==> src/rtl/lock_pkg.sv <==
`timescale 1ns/1ps
package lock_pkg;
  localparam int NUM_BTN    = 3;
  // bit position of each button in the input vector
  localparam int KEY_FIRST  = 2;  // button 3
  localparam int KEY_SECOND = 1;  // button 2
  localparam int KEY_LAST   = 0;  // button 1

  typedef enum logic [1:0] {
    ST_IDLE  = 2'b00,
    ST_GOT3  = 2'b01,
    ST_GOT32 = 2'b10,
    ST_BAD   = 2'b11
  } lock_state_t;
endpackage

==> src/rtl/lock_btn_decode.sv <==
`timescale 1ns/1ps
module lock_btn_decode #(
  parameter int BTN_W = lock_pkg::NUM_BTN
) (
  input  logic [BTN_W-1:0] btn_i,
  output logic [BTN_W-1:0] single_o,
  output logic             none_o,
  output logic             multi_o
);
  localparam logic [BTN_W-1:0] ONE = {{(BTN_W-1){1'b0}}, 1'b1};

  // single_o[i]: bit i set and no other bit set
  for (genvar i = 0; i < BTN_W; i++) begin : g_single
    assign single_o[i] = btn_i[i] && ((btn_i & ~(ONE << i)) == '0);
  end

  assign none_o  = (btn_i == '0);
  assign multi_o = !none_o && (single_o == '0);
endmodule

==> src/rtl/lock_next_state.sv <==
`timescale 1ns/1ps
module lock_next_state #(
  parameter int BTN_W = lock_pkg::NUM_BTN
) (
  input  lock_pkg::lock_state_t state_i,
  input  logic [BTN_W-1:0]      single_i,
  input  logic                  none_i,
  input  logic                  multi_i,
  output lock_pkg::lock_state_t next_o
);
  import lock_pkg::*;

  always_comb begin
    next_o = ST_IDLE;
    if (!multi_i) begin
      unique case (state_i)
        ST_IDLE:  next_o = single_i[KEY_FIRST] ? ST_GOT3 : ST_IDLE;
        ST_GOT3: begin
          if (none_i || single_i[KEY_FIRST]) next_o = ST_GOT3;
          else if (single_i[KEY_SECOND])     next_o = ST_GOT32;
          else                               next_o = ST_IDLE;
        end
        ST_GOT32: next_o = none_i ? ST_GOT32 : ST_IDLE;
        default:  next_o = ST_IDLE;  // unused code recovers
      endcase
    end
  end
endmodule

==> src/rtl/lock_state_reg.sv <==
`timescale 1ns/1ps
module lock_state_reg (
  input  logic                  clk_i,
  input  logic                  rst_i,
  input  lock_pkg::lock_state_t next_i,
  output lock_pkg::lock_state_t state_o
);
  always_ff @(posedge clk_i) begin
    if (rst_i) state_o <= lock_pkg::ST_IDLE;
    else       state_o <= next_i;
  end
endmodule

==> src/rtl/lock_seq_top.sv <==
`timescale 1ns/1ps
module lock_seq_top #(
  parameter int BTN_W = lock_pkg::NUM_BTN
) (
  input  logic             clk_i,
  input  logic             rst_i,
  input  logic [BTN_W-1:0] btn_i,
  output logic             solenoid_o
);
  import lock_pkg::*;

  logic [BTN_W-1:0] single;
  logic             none;
  logic             multi;
  lock_state_t      state_q;
  lock_state_t      state_d;

  lock_btn_decode #(.BTN_W(BTN_W)) u_dec (
    .btn_i    (btn_i),
    .single_o (single),
    .none_o   (none),
    .multi_o  (multi)
  );

  lock_next_state #(.BTN_W(BTN_W)) u_nxt (
    .state_i  (state_q),
    .single_i (single),
    .none_i   (none),
    .multi_i  (multi),
    .next_o   (state_d)
  );

  lock_state_reg u_reg (
    .clk_i   (clk_i),
    .rst_i   (rst_i),
    .next_i  (state_d),
    .state_o (state_q)
  );

  // Mealy unlock: final press while in second-ok
  assign solenoid_o = !rst_i && (state_q == ST_GOT32) && single[KEY_LAST];
endmodule

==> config.mk <==
export PLATFORM = sky130hd
export DESIGN_NAME = lock_seq_top
export DESIGN_NICKNAME = d
export VERILOG_FILES = /design/src/rtl/lock_pkg.sv /design/src/rtl/lock_btn_decode.sv /design/src/rtl/lock_next_state.sv /design/src/rtl/lock_state_reg.sv /design/src/rtl/lock_seq_top.sv
export SDC_FILE = /design/constraint.sdc
export NUM_CORES = 1
export LEC_CHECK = 0
export ABC_AREA = 1
export BUFFER_PORTS_ARGS = -buffer_cell sky130_fd_sc_hd__buf_2
export CORE_AREA = 2 2 39 41
export DETAILED_ROUTE_END_ITERATION = 10
export DIE_AREA = 0 0 41 43
export PLACE_DENSITY_LB_ADDON = 0.12
export SYNTH_ARGS = -nofsm -noshare
export SYNTH_HDL_FRONTEND = slang
export SYNTH_HIERARCHICAL = 1
export SYNTH_SLANG_ARGS = --single-unit
==> constraint.sdc <==
create_clock -name clk_i -period 1.2 [get_ports clk_i]
set_input_delay 0.12 -clock clk_i [delete_from_list [all_inputs] [get_ports clk_i]]
set_output_delay 0.12 -clock clk_i [all_outputs]
set_load 0.005 [all_outputs]
==> results of run 1 <==
==> power groups by stage <==
stage / registers, W / logic (W) / clock network (W)
after global placement: 0.0000683 / 0.0000294 / 0
after floorplan: 0.0000682 / 0.0000162 / 0
after detailed placement: 0.0000683 / 0.0000297 / 0
after global routing: 0.0000673 / 0.0000325 / 0.000167
final: 0.0000674 / 0.0000295 / 0.000145
after CTS: 0.0000674 / 0.0000299 / 0.000158
==> worst paths after layout <==
kind | from | to | slack (ns) | cells after the start
worst max-delay path | u_reg/state_o[1] | solenoid_o | 0.21 | 3
worst max register to register | u_reg/state_o[0] | u_reg/state_o[1] | 0.34 | 6
worst min-delay path | rst_i | u_reg/state_o[1] | 0.09 | 2
worst min register to register | u_reg/state_o[1] | u_reg/state_o[1] | 0.61 | 4
==> cell type report <==
class                           instances  share of cell area, %
Multi-Input combinational cell         21                   42.8
Sequential cell                         2                   17.1
Inverter                                7                   11.2
Timing Repair Buffer                    5                   10.7
Clock buffer                            3                   9.63
Tap cell                               16                   8.56
==> cell usage in the layout (no fill, tap or decap) <==
cell and instances:
or2_1 1, nand2_1 3, a21oi_2 1, inv_1 7
o21ai_0 1, nand3_1 2, nor3_1 1, buf_2 5
nor2_1 8, clkbuf_4 3, dfxtp_1 2, a21oi_1 1
nor2_2 3
==> cell families (layout without fill, tap and decap cells) <==
group,Yosys count,count (layout),synth area share [%]
AO/OA/AOI/OAI,3,3,11.3
buffers and inverters,7,15,15.8
AND/OR/NAND/NOR,18,18,48.9
flip-flops,2,2,24.1
==> per-layer routing <==
layer,part of all wire [%],up-vias,routed length [um]
met5,0,-,0
met4,0,0,0
met3,5.2,0,20
met2,42,4,162
met1,53,71,203
li1,-,107,-
==> through the flow <==
step	hold WS, ns	std cells	power [W]
finish	0.0854	54	0.000242
global route	0.0810	54	0.000266
CTS	0.0767	54	0.000256
detailed placement	0.317	51	0.0000980
global placement	0.315	51	0.0000976
floorplan	0.191	30	0.0000844
==> worst max-delay path, delay by kind of cell (launching register included) <==
| kind | cells | cell delay, ns |
|---|---|---|
| AND/OR/NAND/NOR | 2 | 0.17 |
| flip-flops | 1 | 0.37 |
| buffers and inverters | 1 | 0.11 |
==> summary.txt, run 1 <==
Clock tree
  – # resized after CTS: 0
  – Post-CTS setup repair buffer count: 0
  – Total CTS buffers: 3
  – Post-CTS Hold Fix Bufs: 0
  – Clk buf depth: 2
  – TritonCTS clock tree: built
  – Htree depth: 1
  – CTS sink count: 2
  – Reg clk slew, reported paths: 0.03 ns
  – Clock Latency Late Sink: 0.22 ns
  – Clock Root Buffer: clkbuf_4

Yosys
  – Post-synthesis sequential area ratio: 24.1%
  – #FFs+latches synth: 2
  – Asr flop ratio synth: 0%
  – Area leader, netlist: dfxtp_1
  – EDFF count, synth: 0
  – Post-Syn Area: 166 um^2
  – Post-synth top cells: nor2_1 (8), inv_1 (7), nand2_1 (3), nor2_2 (3)
  – Synth top area share: 24.1%
  – Main synth FF type: dfxtp_1
  – Synthesis Warnings: 6
  – Synthesized Nets: 35
  – Synth Instances: 30
  – Mean post-synth cell area: 5.55 um^2
  – Synth top area cells: dfxtp_1 (24%), nor2_1 (18%), inv_1 (16%)
  – Count leader, synth: nor2_1
  – Yosys cell types: 11

Layout
  – Area Overhead vs Synth: 40.6%
  – Layout cell share with drive strength beyond 1: 31.6%
  – Largest registers: u_reg/state_o: 2 flops
  – Area of the multi-input gates: 100 um^2
  – Final Util: 16.9%
  – Fillers: 162
  – Nets: 45
  – Finished Cell Area: 234 um^2
  – Largest Register: u_reg/state_o
  – Max reg flops: 2
  – Antenna cells: 0
  – Register area: 40.0 um^2

Critical path
  – Setup crit end kind: output pin
  – Worst Path Arrival: 0.87 ns
  – Slowest cell on crit path: dfxtp_1
  – CP Max Fanout: 4
  – Worst EP required: 1.08 ns
  – Startpoint types: register
  – Cell Chain, Critical Path: nand2_1, nor2_2, buf_2
  – Crit Path Category: register to output pin
  – Critical Path Max Stage Delay: 0.37 ns

STA
  – Skew final: 0.00185 ns
  – Crit share post-route: 82.6%
  – Max-slew violations: 0
  – Setup violations, final: 0
  – Post-layout min period: 0.991 ns
  – Least-Margin Pin Slew: 0.191 ns
  – Slew headroom: 87.2%
  – RSZ-0062 raised after global routing: no
  – Fmax: 1010 MHz
  – Worst setup margin: 0.209 ns
  – Setup TNS: 0 ns
  – Final Hold Viols: 0

Drt
  – DRT iter0 DRCs: 0
  – Routed wire length: 386 um
  – ANT nets after route: 0
  – Post-DR vias/cell: 3.37
  – Number of remaining DRC errors: 0
  – Drt wl/cell: 7.15 um
  – Detailed Routing Iterations Pass 1: 1
  – Via count: 182

Die
  – Die height: 43 um
  – Die area: 1760 um^2
  – Row count: 14
  – I/O pins: 6
  – Starting Density: 12.0%
  – CORE AREA: 1380 um^2
  – Die W: 41 um

Placement
  – Area after DPL: 211 um^2
  – Input/output buffers: 5
  – DP HPWL: 317 um
  – GP Congestion: 0.689
  – Place WS: 0.104 ns

GRT
  – Tot GR Track Use: 5.31%
  – Vias in the first global route: 167
  – Met2 Use GR: 6.25%
  – Busiest grt layer: met4
  – Initial antenna violation count: 0
  – Largest net degree at the start of global routing: 6
  – GR Layer Usage met3: 0%
  – First-pass GRT wire length: 586 um
  – M1 GR Usage: 6.69%
  – Grt total ovfl: 0

Flow run
  – Max cap viols: 0

Pwr
  – Clk pwr share: 59.9%
  – Internal power: 0.000189 W
  – Leak: 0.103 nW
  – Peak supply drop: 0.320 mV
  – Share of power burned in registers: 27.9%
  – Gate power share: 12.2%
  – Cell Pwr Density: 1030 nW/um^2
  – Switching pwr: 0.0000529 W
  – Sw frac: 21.9%

Worst hold path
  – Hold Path Class: input port to register

Status
  – Outcome: finished, final reports clean
No activity file was read; power rests on OpenSTA's default activity.
==> inputs of run 2 (changes only) <==
Clock period 1.2 ns to 0.8 ns, I/O delays scaled along.
==> run 2 against run 1 <==
  * Global-route usage up 1.3 points
  * Sequential power up 45%
  * Clock skew up 0.0063 ns
  * Largest power group unchanged
  * The run now ends with setup timing left
  * Total power up 63%
  * Die area unchanged
==> summary.txt, run 2 (same netlist as run 1, synthesis figures left out) <==
Layout
  – Finished Cell Area: 300 um^2 (+28%)
  – Nets: 49 (+8.9%)
  – Max reg flops: 2 (unchanged)
  – Most common cell after layout, fill and taps aside: inv_1
  – Fillers: 163 (+0.62%)
  – Final Util: 21.7% (+4.8 points)
  – Area Overhead vs Synth: 80.5%
  – Filler-free cell count of the finished design: 58 (+7.4%)
  – Largest registers: u_reg/state_o: 2 flops
  – Largest Register: u_reg/state_o
  – Most frequent cells in the layout: inv_1 (7), nor2_2 (5), buf_2 (5), nor2_1 (5)
  – Layout cell share with drive strength beyond 1: 59.5% (+28 points)
  – Antenna cells: 0 (unchanged)

GRT
  – Largest net degree at the start of global routing: 6 (unchanged)
  – First-pass GRT wire length: 752 um (+28%)
  – Tot GR Track Use: 6.60% (+1.3 points)
  – Initial antenna violation count: 0 (unchanged)
  – Grt total ovfl: 0 (unchanged)
  – Vias in the first global route: 193 (+16%)

Drt
  – Drt wl/cell: 7.48 um (+4.7%)
  – Routed wire length: 434 um (+12%)
  – Detailed Routing Iterations Pass 1: 2 (+1)
  – ANT nets after route: 0 (unchanged)
  – Max layer used: met3
  – WL met2: 193 um (+19%)
  – Post-DR vias/cell: 3.45 (+2.3%)
  – Via count: 200 (+9.9%)
  – DRT iter0 DRCs: 3 (+3)
  – M1 wire length: 216 um (+6.4%)
  – Wire length on met3: 24 um (+20%)
  – Number of remaining DRC errors: 0 (unchanged)

Clock tree
  – Post-CTS Hold Fix Bufs: 0 (unchanged)
  – Total CTS buffers: 3 (unchanged)
  – Htree depth: 1 (unchanged)
  – Clock Root Buffer: clkbuf_4
  – Clock Latency Late Sink: 0.23 ns (about the same)
  – CTS sink count: 2 (unchanged)
  – Clk buf depth: 2 (unchanged)
  – TritonCTS clock tree: built
  – Reg clk slew, reported paths: 0.03 ns (about the same)

STA
  – Slew headroom: 89.0% (+1.8 points)
  – Crit share post-route: 112%
  – Fmax: 1120 MHz
  – Worst setup margin: -0.0957 ns (-0.304 ns)
  – Skew final: 0.00819 ns (+0.00635 ns)
  – Worst hold slack: 0.0268 ns (-0.0586 ns)
  – RSZ-0062 raised after global routing: yes
  – Post-layout min period: 0.896 ns
  – Setup violations, final: 2 (+2)
  – Final Hold Viols: 0 (unchanged)
  – Least-Margin Pin Slew: 0.164 ns (-0.0269 ns)
  – Max-slew violations: 0 (unchanged)

Critical path
  – CP Max Fanout: 3 (-1)
  – Worst Path Arrival: 0.82 ns (-0.05 ns)
  – Worst R2R Start: u_reg/state_o[0]
  – Worst EP required: 0.72 ns (-0.36 ns)
  – Reg2Reg Setup Slack: -0.05 ns (-0.39 ns)
  – Startpoint types: register
  – Crit Path Category: register to output pin
  – Reg2Reg Depth: 6 (unchanged)
  – Setup crit end kind: output pin
  – Crit Reg-Reg Endpoint: u_reg/state_o[1]

Die
  – Row count: 14 (unchanged)
  – Die height: 43 um (unchanged)
  – Die W: 41 um (unchanged)
  – Starting Density: 12.0% (unchanged)
  – CORE AREA: 1380 um^2 (unchanged)
  – I/O pins: 6 (unchanged)
  – Die area: 1760 um^2 (unchanged)

Worst hold path
  – Hold path start: rst_i
  – Hold Path Class: input port to register
  – Hold Path Depth: 2 (unchanged)
  – Hold EP: u_reg/state_o[1]

Status
  – Violated checks: setup timing
  – Outcome: complete, but fails checks

Placement
  – DP HPWL: 323 um (+1.9%)
  – Placed cells: 54 (+5.9%)
  – Area after DPL: 251 um^2 (+19%)
  – GP Congestion: 0.650 (-5.6%)
  – Input/output buffers: 5 (unchanged)

Pwr
  – Leak: 0.129 nW (+25%)
  – Gate power share: 17.5% (+5.3 points)
  – Peak supply drop: 0.625 mV (+95%)
  – Internal power: 0.000297 W (+57%)
  – Switching pwr: 0.0000977 W (+85%)
  – Cell Pwr Density: 1310 nW/um^2 (+27%)
  – Tot Pwr: 0.000394 W (+63%)
  – Sw frac: 24.8% (+2.9 points)
  – Share of power burned in registers: 24.8% (-3.1 points)
  – Clk pwr share: 57.8% (-2.1 points)

Flow run
  – Max cap viols: 0 (unchanged)
[run 2: per-stage QoR]
step | setup slack (ns) | TNS (ns)
finish | -0.0957 | -0.143
CTS | -0.113 | -0.170
floorplan | 0.000537 | 0
detailed placement | -0.213 | -0.459
global placement | -0.194 | -0.437
global route | -0.159 | -0.362
[run 2: timing repair]
item,CTS,global route
buffers inserted,1,0
pin swaps,1,0
gates resized for setup,6,1
endpoints found under the setup margin,2,3
[run 2: power by group through the flow]
stage                     combinational (W)  sequential, W  clock (W)
final                             0.0000688      0.0000977   0.000228
after global placement            0.0000651       0.000102          0
after floorplan                   0.0000310       0.000102          0
after global routing              0.0000769      0.0000977   0.000252
after detailed placement          0.0000658       0.000102          0
after CTS                         0.0000685      0.0000977   0.000236
[run 2: layout make-up]
cell class                      count  area, um^2  share of cell area (%)
Timing Repair Buffer                9        58.8                    19.6
Multi-Input combinational cell     21         128                    42.5
Tap cell                           16        20.0                    6.67
Inverter                            7        26.3                    8.75
Clock buffer                        3        22.5                    7.50
Sequential cell                     2        45.0                    15.0
[run 2: how the worst max path moves through the flow]
stage / start / end / slack [ns]
final: u_reg/state_o[0] / solenoid_o / -0.1
after global routing: u_reg/state_o[0] / solenoid_o / -0.16
after CTS: u_reg/state_o[0] / solenoid_o / -0.11
after detailed placement: btn_i[1] / u_reg/state_o[1] / -0.21
after global placement: btn_i[1] / u_reg/state_o[1] / -0.19
after floorplan: btn_i[1] / u_reg/state_o[1] / 0.0005
[run 2: per-layer routing]
metal,global-route usage (%),vias up
met5,0,-
met4,4.00,0
met3,4.71,0
met2,8.13,4
met1,7.94,82
li1,-,114
[run 2: worst max-delay path, stage by stage (launching register included)]
cell,delay [ns]
dfxtp_2,0.31
inv_1,0.04
nand2_1,0.05
nor2_2,0.09
buf_2,0.11
